==> src/rtl/rz_pkg.sv <==
package rz_pkg;

  // Convert a duration in ns to clock cycles, rounded to nearest.
  function automatic int ns2cyc(input longint hz, input longint ns);
    longint prod;
    prod = hz * ns;
    return int'((prod + 64'd500_000_000) / 64'd1_000_000_000);
  endfunction

  typedef enum logic [2:0] {
    ST_IDLE  = 3'd0,
    ST_FETCH = 3'd1,
    ST_SEND  = 3'd2,
    ST_DRAIN = 3'd3,
    ST_LATCH = 3'd4
  } tx_state_e;

endpackage

==> src/rtl/rz_word_fifo.sv <==
module rz_word_fifo #(
  parameter int W     = 32,
  parameter int DEPTH = 4
) (
  input  logic         clk,
  input  logic         rst,
  input  logic         push,
  input  logic [W-1:0] wdata,
  input  logic         pop,
  output logic [W-1:0] rdata,
  output logic         empty,
  output logic         full
);
  localparam int AW = (DEPTH > 1) ? $clog2(DEPTH) : 1;

  logic [W-1:0]  mem [DEPTH];
  logic [AW:0]   wr_ptr, rd_ptr;
  logic          do_push, do_pop;

  assign empty   = (wr_ptr == rd_ptr);
  assign full    = (wr_ptr[AW] != rd_ptr[AW]) && (wr_ptr[AW-1:0] == rd_ptr[AW-1:0]);
  assign do_push = push && !full;
  assign do_pop  = pop && !empty;
  assign rdata   = mem[rd_ptr[AW-1:0]];

  // Storage without reset so it maps onto distributed RAM.
  always_ff @(posedge clk) begin
    if (do_push) mem[wr_ptr[AW-1:0]] <= wdata;
  end

  always_ff @(posedge clk) begin
    if (rst) begin
      wr_ptr <= '0;
      rd_ptr <= '0;
    end else begin
      if (do_push) wr_ptr <= wr_ptr + 1'b1;
      if (do_pop)  rd_ptr <= rd_ptr + 1'b1;
    end
  end
endmodule

==> src/rtl/rz_cell_gen.sv <==
module rz_cell_gen #(
  parameter int CELL_CYC = 63,
  parameter int T0_CYC   = 20,
  parameter int T1_CYC   = 40
) (
  input  logic clk,
  input  logic rst,
  input  logic load,
  input  logic bit_val,
  output logic active,
  output logic last_cyc,
  output logic line
);
  localparam int CW = $clog2(CELL_CYC + 1);
  localparam logic [CW-1:0] CELL_END = CW'(CELL_CYC - 1);
  localparam logic [CW-1:0] HI0      = CW'(T0_CYC);
  localparam logic [CW-1:0] HI1      = CW'(T1_CYC);

  logic [CW-1:0] cnt, hi_len;
  logic [CW-1:0] cnt_nxt;

  assign last_cyc = active && (cnt == CELL_END);
  assign cnt_nxt  = cnt + 1'b1;

  always_ff @(posedge clk) begin
    if (rst) begin
      active <= 1'b0;
      cnt    <= '0;
      hi_len <= '0;
      line   <= 1'b0;
    end else if (load) begin
      active <= 1'b1;
      cnt    <= '0;
      hi_len <= bit_val ? HI1 : HI0;
      line   <= 1'b1;
    end else if (active) begin
      if (cnt == CELL_END) begin
        active <= 1'b0;
        line   <= 1'b0;
      end else begin
        cnt  <= cnt_nxt;
        line <= (cnt_nxt < hi_len);
      end
    end else begin
      line <= 1'b0;
    end
  end
endmodule

==> src/rtl/rz_frame_ctrl.sv <==
module rz_frame_ctrl
  import rz_pkg::*;
#(
  parameter int W         = 32,
  parameter int NUM_PKT   = 4,
  parameter int STALL_CYC = 2000,
  parameter int LATCH_CYC = 10000
) (
  input  logic         clk,
  input  logic         rst,
  input  logic         start,
  input  logic         fifo_empty,
  input  logic [W-1:0] fifo_data,
  output logic         fifo_pop,
  input  logic         cell_active,
  input  logic         cell_last,
  output logic         cell_load,
  output logic         cell_bit,
  output logic         busy,
  output logic         done,
  output logic         underrun
);
  localparam int BW = $clog2(W);
  localparam int PW = (NUM_PKT > 1) ? $clog2(NUM_PKT) : 1;
  localparam int SW = $clog2(STALL_CYC + 1);
  localparam int LW = $clog2(LATCH_CYC + 1);
  localparam logic [BW-1:0] BIT_LAST   = BW'(W - 1);
  localparam logic [PW-1:0] PKT_LAST   = PW'(NUM_PKT - 1);
  localparam logic [SW-1:0] STALL_LAST = SW'(STALL_CYC - 1);
  localparam logic [LW-1:0] LATCH_LAST = LW'(LATCH_CYC - 1);

  tx_state_e     state;
  logic [W-1:0]  shreg;
  logic [BW-1:0] bit_idx;
  logic [PW-1:0] pkt_idx;
  logic [SW-1:0] stall_cnt;
  logic [LW-1:0] latch_cnt;
  logic          can_load;

  always_comb begin
    can_load  = !cell_active || cell_last;
    cell_load = (state == ST_SEND) && can_load;
    cell_bit  = shreg[0];
    fifo_pop  = (state == ST_FETCH) && !fifo_empty;
  end

  always_ff @(posedge clk) begin
    if (rst) begin
      state     <= ST_IDLE;
      shreg     <= '0;
      bit_idx   <= '0;
      pkt_idx   <= '0;
      stall_cnt <= '0;
      latch_cnt <= '0;
      busy      <= 1'b0;
      done      <= 1'b0;
      underrun  <= 1'b0;
    end else begin
      done <= 1'b0;
      unique case (state)
        ST_IDLE: begin
          if (start) begin
            state     <= ST_FETCH;
            busy      <= 1'b1;
            underrun  <= 1'b0;
            pkt_idx   <= '0;
            stall_cnt <= '0;
          end
        end
        ST_FETCH: begin
          if (!fifo_empty) begin
            shreg     <= fifo_data;
            bit_idx   <= '0;
            stall_cnt <= '0;
            state     <= ST_SEND;
          end else if (stall_cnt == STALL_LAST) begin
            underrun <= 1'b1;
            state    <= ST_DRAIN;
          end else begin
            stall_cnt <= stall_cnt + 1'b1;
          end
        end
        ST_SEND: begin
          if (can_load) begin
            shreg   <= shreg >> 1;
            bit_idx <= bit_idx + 1'b1;
            if (bit_idx == BIT_LAST) begin
              if (pkt_idx == PKT_LAST) begin
                state <= ST_DRAIN;
              end else begin
                pkt_idx <= pkt_idx + 1'b1;
                state   <= ST_FETCH;
              end
            end
          end
        end
        ST_DRAIN: begin
          if (!cell_active) begin
            latch_cnt <= '0;
            state     <= ST_LATCH;
          end
        end
        ST_LATCH: begin
          if (latch_cnt == LATCH_LAST) begin
            done  <= 1'b1;
            busy  <= 1'b0;
            state <= ST_IDLE;
          end else begin
            latch_cnt <= latch_cnt + 1'b1;
          end
        end
        default: state <= ST_IDLE;
      endcase
    end
  end
endmodule

==> src/rtl/rz_frame_tx.sv <==
module rz_frame_tx #(
  parameter int CLK_HZ     = 50_000_000,
  parameter int WORD_W     = 32,
  parameter int NUM_PKT    = 4,
  parameter int BUF_DEPTH  = 4,
  parameter int CELL_NS    = 1250,
  parameter int ZERO_HI_NS = 400,
  parameter int ONE_HI_NS  = 800,
  parameter int LATCH_NS   = 200_000,
  parameter int STALL_NS   = 40_000
) (
  input  logic              clk,
  input  logic              rst,
  input  logic              start,
  input  logic [WORD_W-1:0] in_data,
  input  logic              in_valid,
  output logic              in_ready,
  output logic              busy,
  output logic              done,
  output logic              underrun,
  output logic              line_out
);
  localparam int CELL_CYC  = rz_pkg::ns2cyc(CLK_HZ, CELL_NS);
  localparam int T0_CYC    = rz_pkg::ns2cyc(CLK_HZ, ZERO_HI_NS);
  localparam int T1_CYC    = rz_pkg::ns2cyc(CLK_HZ, ONE_HI_NS);
  localparam int LATCH_CYC = rz_pkg::ns2cyc(CLK_HZ, LATCH_NS);
  localparam int STALL_CYC = rz_pkg::ns2cyc(CLK_HZ, STALL_NS);

  logic [WORD_W-1:0] fifo_data;
  logic              fifo_empty, fifo_full, fifo_pop;
  logic              cell_active, cell_last, cell_load, cell_bit;

  assign in_ready = !fifo_full;

  rz_word_fifo #(
    .W     (WORD_W),
    .DEPTH (BUF_DEPTH)
  ) u_fifo (
    .clk   (clk),
    .rst   (rst),
    .push  (in_valid),
    .wdata (in_data),
    .pop   (fifo_pop),
    .rdata (fifo_data),
    .empty (fifo_empty),
    .full  (fifo_full)
  );

  rz_frame_ctrl #(
    .W         (WORD_W),
    .NUM_PKT   (NUM_PKT),
    .STALL_CYC (STALL_CYC),
    .LATCH_CYC (LATCH_CYC)
  ) u_ctrl (
    .clk         (clk),
    .rst         (rst),
    .start       (start),
    .fifo_empty  (fifo_empty),
    .fifo_data   (fifo_data),
    .fifo_pop    (fifo_pop),
    .cell_active (cell_active),
    .cell_last   (cell_last),
    .cell_load   (cell_load),
    .cell_bit    (cell_bit),
    .busy        (busy),
    .done        (done),
    .underrun    (underrun)
  );

  rz_cell_gen #(
    .CELL_CYC (CELL_CYC),
    .T0_CYC   (T0_CYC),
    .T1_CYC   (T1_CYC)
  ) u_cell (
    .clk      (clk),
    .rst      (rst),
    .load     (cell_load),
    .bit_val  (cell_bit),
    .active   (cell_active),
    .last_cyc (cell_last),
    .line     (line_out)
  );
endmodule

==> config.mk <==
export PLATFORM = sky130hd
export DESIGN_NAME = rz_frame_tx
export DESIGN_NICKNAME = d
export VERILOG_FILES = /design/src/rtl/rz_pkg.sv /design/src/rtl/rz_word_fifo.sv /design/src/rtl/rz_cell_gen.sv /design/src/rtl/rz_frame_ctrl.sv /design/src/rtl/rz_frame_tx.sv
export SDC_FILE = /design/constraint.sdc
export NUM_CORES = 1
export LEC_CHECK = 0
export ABC_AREA = 0
export CORE_MARGIN = 5
export CORE_UTILIZATION = 64
export CTS_CLUSTER_DIAMETER = 40
export DETAILED_ROUTE_END_ITERATION = 10
export PLACE_DENSITY = 0.94
export SLEW_MARGIN = 10
export SYNTH_ARGS = -nofsm -noshare
export SYNTH_HDL_FRONTEND = slang
export SYNTH_SLANG_ARGS = --single-unit
==> constraint.sdc <==
create_clock -name clk -period 6.8 [get_ports clk]
set_clock_uncertainty 0.1 [all_clocks]
set_input_delay 1.36 -clock clk [delete_from_list [all_inputs] [get_ports clk]]
set_output_delay 1.36 -clock clk [all_outputs]
set_load 0.05 [all_outputs]
# Yosys cells after proc, flatten, opt, wreduce, memory -nomap -nowiden
# Memories as Yosys holds them, arrays and structs flattened. A register that Yosys moved wholly into a read port is not among the register bits.
# Cells that the tools add are included.
dict set report word_totals {
  regBits 90
  out_inout_bits 5
  word_cells 122
  mem_bits_rw 128
  memories 1
  in_bits 36
}
dict set report op_classes {
  n_eq_ne 24
  bitwise_logic 2
  reduce_logical 26
  mux 46
  add_sub_neg 7
  order_cmp 1
}
# name words word_bits read_ports rd_clocked_by_memory_dff wr line_no
set mem_list {}
lappend mem_list {u_fifo.mem 4 32 1 1 1 rz_word_fifo.sv:16} ;# logic [W-1:0] mem [DEPTH];
# cell n
set ops {}
lappend ops {{$mux 32} 2}
lappend ops {{$pmux 32 s2} 1}
lappend ops {{$mux 11} 3}
lappend ops {{$mux 14} 2}
lappend ops {{$pmux 14 s2} 1}
lappend ops {{$pmux 11 s2} 1}
lappend ops {{$mux 3} 7}
lappend ops {{$pmux 3 s5} 1}
lappend ops {{$add 14x1->14 const B} 1}
lappend ops {{$eq 14x14->1 const B} 1}
lappend ops {{$mux 1} 14}
lappend ops {{$mux 2} 7}
lappend ops {{$ne 2x2->1 const B} 7}
lappend ops {{$reduce_and 3->1} 4}
lappend ops {{$add 11x1->11 const B} 1}
lappend ops {{$eq 11x11->1 const B} 1}
lappend ops {{$mux 5} 2}
lappend ops {{$pmux 5 s2} 1}
lappend ops {{$reduce_bool 2->1} 5}
lappend ops {{$add 3x1->3 const B} 2}
lappend ops {{$add 6x1->6 const B} 1}
lappend ops {{$eq 3x2->1 const B} 2}
lappend ops {{$eq 6x6->1 const B} 1}
lappend ops {{$logic_and 1x1->1} 6}
lappend ops {{other kinds (24)} 32}

# Longest topological paths before layout
dict set report depth {
  depth_word 6
  mapped_depth 9
}

# Modules after synthesis
# From an unflattened synthesis, not the netlist that was laid out.
dict set report unflattened {
  cells_unflattened 718
  area_unflattened_um2 9322.7
}
# mod area_each_um2 cells_per_inst n_inst
set modules_own_cells {}
lappend modules_own_cells {rz_word_fifo 5177.5 235 1}
lappend modules_own_cells {rz_frame_ctrl 3569.7 419 1}
lappend modules_own_cells {rz_cell_gen 571.8 63 1}
lappend modules_own_cells {rz_frame_tx 3.8 1 1}

# Worst setup path after synthesis
# Ideal clock, no wire load.
dict set report synth_path {
  path_kind {input to register}
  start {in in_valid}
  end {mem u_fifo.mem[3][0], enable pin}
  arrival_time_ps 2610
  cell_stages 3
  path_slack_ps 3697
  setup_ps 394
  cell_sequence {inv_1 a31oi_1 and2_1}
}
dict set report synth_via {
  elab_chain_len 3
}
# element line_no
set synth_rtl {}
lappend synth_rtl {{from (decl)} rz_frame_tx.sv:16} ;# input logic in_valid,
lappend synth_rtl {{$logic_and 1x1->1} rz_word_fifo.sv:22} ;# assign do_push = push && !full;
lappend synth_rtl {{$mux 1} rz_word_fifo.sv:28} ;# if (do_push) mem[wr_ptr[AW-1:0]] <= wdata;
lappend synth_rtl {{$mux 1 (implied by the code)} rz_word_fifo.sv:28}
lappend synth_rtl {{to (decl)} rz_word_fifo.sv:16}
# Every way passes these cells.

# Worst setup path after layout
dict set report layout_path {
  start {reg u_fifo.wr_ptr[0]}
  end {out in_ready}
}
dict set report layout_via {
  elab_chain_len 3
}
# element line_no
set layout_rtl {}
lappend layout_rtl {{from (decl)} rz_word_fifo.sv:17} ;# logic [AW:0] wr_ptr, rd_ptr;
lappend layout_rtl {{from (signal assigned)} rz_word_fifo.sv:36} ;# if (do_push) wr_ptr <= wr_ptr + 1'b1;
lappend layout_rtl {{$eq 2x2->1} rz_word_fifo.sv:21} ;# assign full = (wr_ptr[AW] != rd_ptr[AW]) && (wr_ptr[AW-1:0] == rd_ptr[AW-1:0]);
lappend layout_rtl {{$logic_and 1x1->1} rz_word_fifo.sv:21}
lappend layout_rtl {{$logic_not 1->1} rz_frame_tx.sv:33} ;# assign in_ready = !fifo_full;
lappend layout_rtl {{to (decl)} rz_frame_tx.sv:17} ;# output logic in_ready,
# Every way passes these cells.

==> results.py <==
metrics = {
    "run_status": {
        "status": "finished clean",
    },
    "critical_path": {
        "r2r_end": "u_ctrl.shreg[13]",
        "crit_path_max_fanout": 7,
        "crit_path_start_kind": "flop",
        "r2r_cells": 6,
        "r2r_slack_ns": 4.25,
        "crit_arrival_ns": 2.18,
        "worstPathRequired_ns": 5.34,
        "r2r_start": "u_cell.cnt[2]",
        "endpoint_kind": "output port",
        "criticalPathCategory": "flop to output port",
    },
    "yosys": {
        "synth_area_leader_cell": "edfxtp_1",
        "synthesis.area_sq_um": 8840,
        "syn_nets": 734,
        "synth_top_cell_area_share": 0.435,
        "synth_area_leaders": "edfxtp_1, dfxtp_1, mux4_2",
        "synth.avg_cell_area_sq_um": 12.9,
        "ys_seq_area_frac": 0.634,
        "synthCells": 683,
        "synth_edf_count": 128,
        "synth_cell_types": 59,
        "synth.most_common_cell": "edfxtp_1",
        "ys.flop_type": "edfxtp_1",
        "ys_ff_latch": 216,
        "async_reset_ff_frac": 0,
        "synth_common_cells": "edfxtp_1, dfxtp_1, nand2_1",
        "yosys_warnings": 0,
    },
    "timing": {
        "fin_crit_ns": 3.64,
        "tightestPinTransition_ns": 0.932,
        "fin_setup_tns_ns": 0,
        "finalHoldViolations": 0,
        "fmax_mhz": 275,
        "rsz0062_at_grt": "no",
        "setup_viol_count_final": 0,
        "layout_worst_path_cycle_share": 0.535,
        "drv_slew": 0,
        "hold_ws_ns": 0.367,
        "slew-limit-headroom": 0.377,
    },
    "power_and_ir_drop": {
        "finalPower_mw": 3.91,
        "power_density_nw_per_um2": 381,
        "p_leak_nw": 3.52,
        "peakVddDrop_mv": 0.268,
    },
    "grt": {
        "overflow": 0,
        "grt_pass1_vias": 6047,
        "grt_usage": 0.227,
        "antenna_found_initial": 0,
        "grt_max_degree": 73,
        "grt_pass1_wl_microns": 29800,
    },
    "clock_network": {
        "htreeDepth": 1,
        "cts_buffer_depth": 3,
        "cts_resized": 0,
        "clkLatencyLatePin_ns": 0.52,
        "cts_setup_buffers": 0,
        "clkTransAtPathRegs_ns": 0.06,
        "root_buffer": "clkbuf_16",
        "cts_tree": "done",
        "numCtsBuffers": 25,
        "holdBufCountCts": 0,
        "cts_sinks": 216,
    },
    "placement": {
        "io_buffers": 40,
        "placed_area_sq_um": 9380,
        "place.gp.congestion": 0.829,
        "dp_hpwl_microns": 10600,
    },
    "final_layout": {
        "area_growth_pct": 16.2,
        "fin_util": 0.748,
        "final_nets": 773,
        "final_area_sq_um": 10300,
        "layout-drive-gt1-share": 0.132,
        "antennaDiodeCount": 0,
    },
    "route": {
        "drt-initial-drc-count": 610,
        "routed_wl_microns": 18300,
        "routedWlPerCell_microns": 19.9,
        "viasPerCell": 6.35,
        "drc_errors": 0,
        "ant_nets": 0,
        "drt_pass1_iterations": 5,
        "vias": 5847,
    },
    "floorplanning": {
        "design.core.area_sq_um": 13700,
        "rows": 43,
        "die_width_microns": 128,
        "io_pins": 41,
        "initial_utilization": 0.644,
        "die_y_microns": 128,
        "dieArea_sq_um": 16300,
    },
    "hold_path": {
        "hold_start": "u_ctrl.busy",
        "hold_path.class": "flop to flop",
        "whs_endpoint": "u_ctrl.busy",
        "whs_path_depth": 2,
    },
    "job": {
        "max-cap-violations": 0,
    },
}
[cell usage in the layout, fill, tap and decap left out, drive strengths merged, types with 7 or more instances in the layout]
master,instances
a21oi,16
nand2,88
or3,7
and3,11
nand3,17
dfxtp,88
a311oi,31
xor2,18
ha,15
nor3,19
o21ai,15
nor2,70
edfxtp,128
inv,14
clkbuf,27
clkinv,7
xnor2,12
mux4,32
buf,11
clkdlybuf4s50,39
[state kept, by name (all words and copies together), names as in the netlist, 3 cells and up, named ones only]
signal            flops
u_ctrl.stall_cnt     11
u_ctrl.latch_cnt     14
u_fifo.mem          128
u_fifo.rd_ptr         3
u_cell.cnt            6
u_ctrl.state          3
u_ctrl.shreg         32
u_fifo.wr_ptr         3
u_ctrl.bit_idx        5
[report_power, final]
group          switching, mW  internal (mW)
clock                  0.529          0.882
sequential             0.114           1.56
combinational          0.515          0.315
[worst max-delay path, stage by stage, from the launching register on]
cell	delay (ns)
dfxtp_1	0.37
xnor2_1	0.44
nand3_1	0.14
clkdlybuf4s50_1	0.73
[layer usage]
metal / global-route usage / part of all wire
met5: 0 / 0
met4: 0.0820 / 0.024
met3: 0.0435 / 0.062
met2: 0.402 / 0.52
met1: 0.278 / 0.39
[logic make-up after synthesis]
kind of cell | count (synthesis) | synth area share
AO/OA/AOI/OAI | 102 | 0.0844
XOR/XNOR | 30 | 0.0297
adder cells (fa/ha/maj) | 15 | 0.0212
buffers and inverters | 47 | 0.0221
flip-flops | 216 | 0.634
multiplexers | 34 | 0.0840
AND/OR/NAND/NOR | 239 | 0.124
[how the worst max path moves through the flow]
stage / start / end / cells after the start
5_1_grt: u_fifo.wr_ptr[0] / in_ready / 3
4_1_cts: u_fifo.wr_ptr[0] / in_ready / 3
3_3_place_gp: in_valid / u_fifo.wr_ptr[2] / 7
2_1_floorplan: in_valid / u_fifo.mem[3][0] / 3
3_5_place_dp: in_valid / u_fifo.wr_ptr[2] / 7
6_report: u_fifo.wr_ptr[0] / in_ready / 3
[area by class of cell]
class                           count  area [sq um]
Clock buffer                       27           643
Sequential cell                   216          5610
Clock inverter                     19           244
Timing Repair Buffer               50           470
Inverter                            9          33.8
Tap cell                          180           225
Fill cell                         785          3450
Multi-Input combinational cell    420          3040
[stage by stage]
step / std cells / worst slack, ns
floorplan: 683 / 3.70
global placement: 875 / 3.48
detailed placement: 875 / 3.35
CTS: 921 / 3.14
global route: 921 / 3.00
finish: 921 / 3.16
Note: power is estimated with default switching activity, not from simulation.
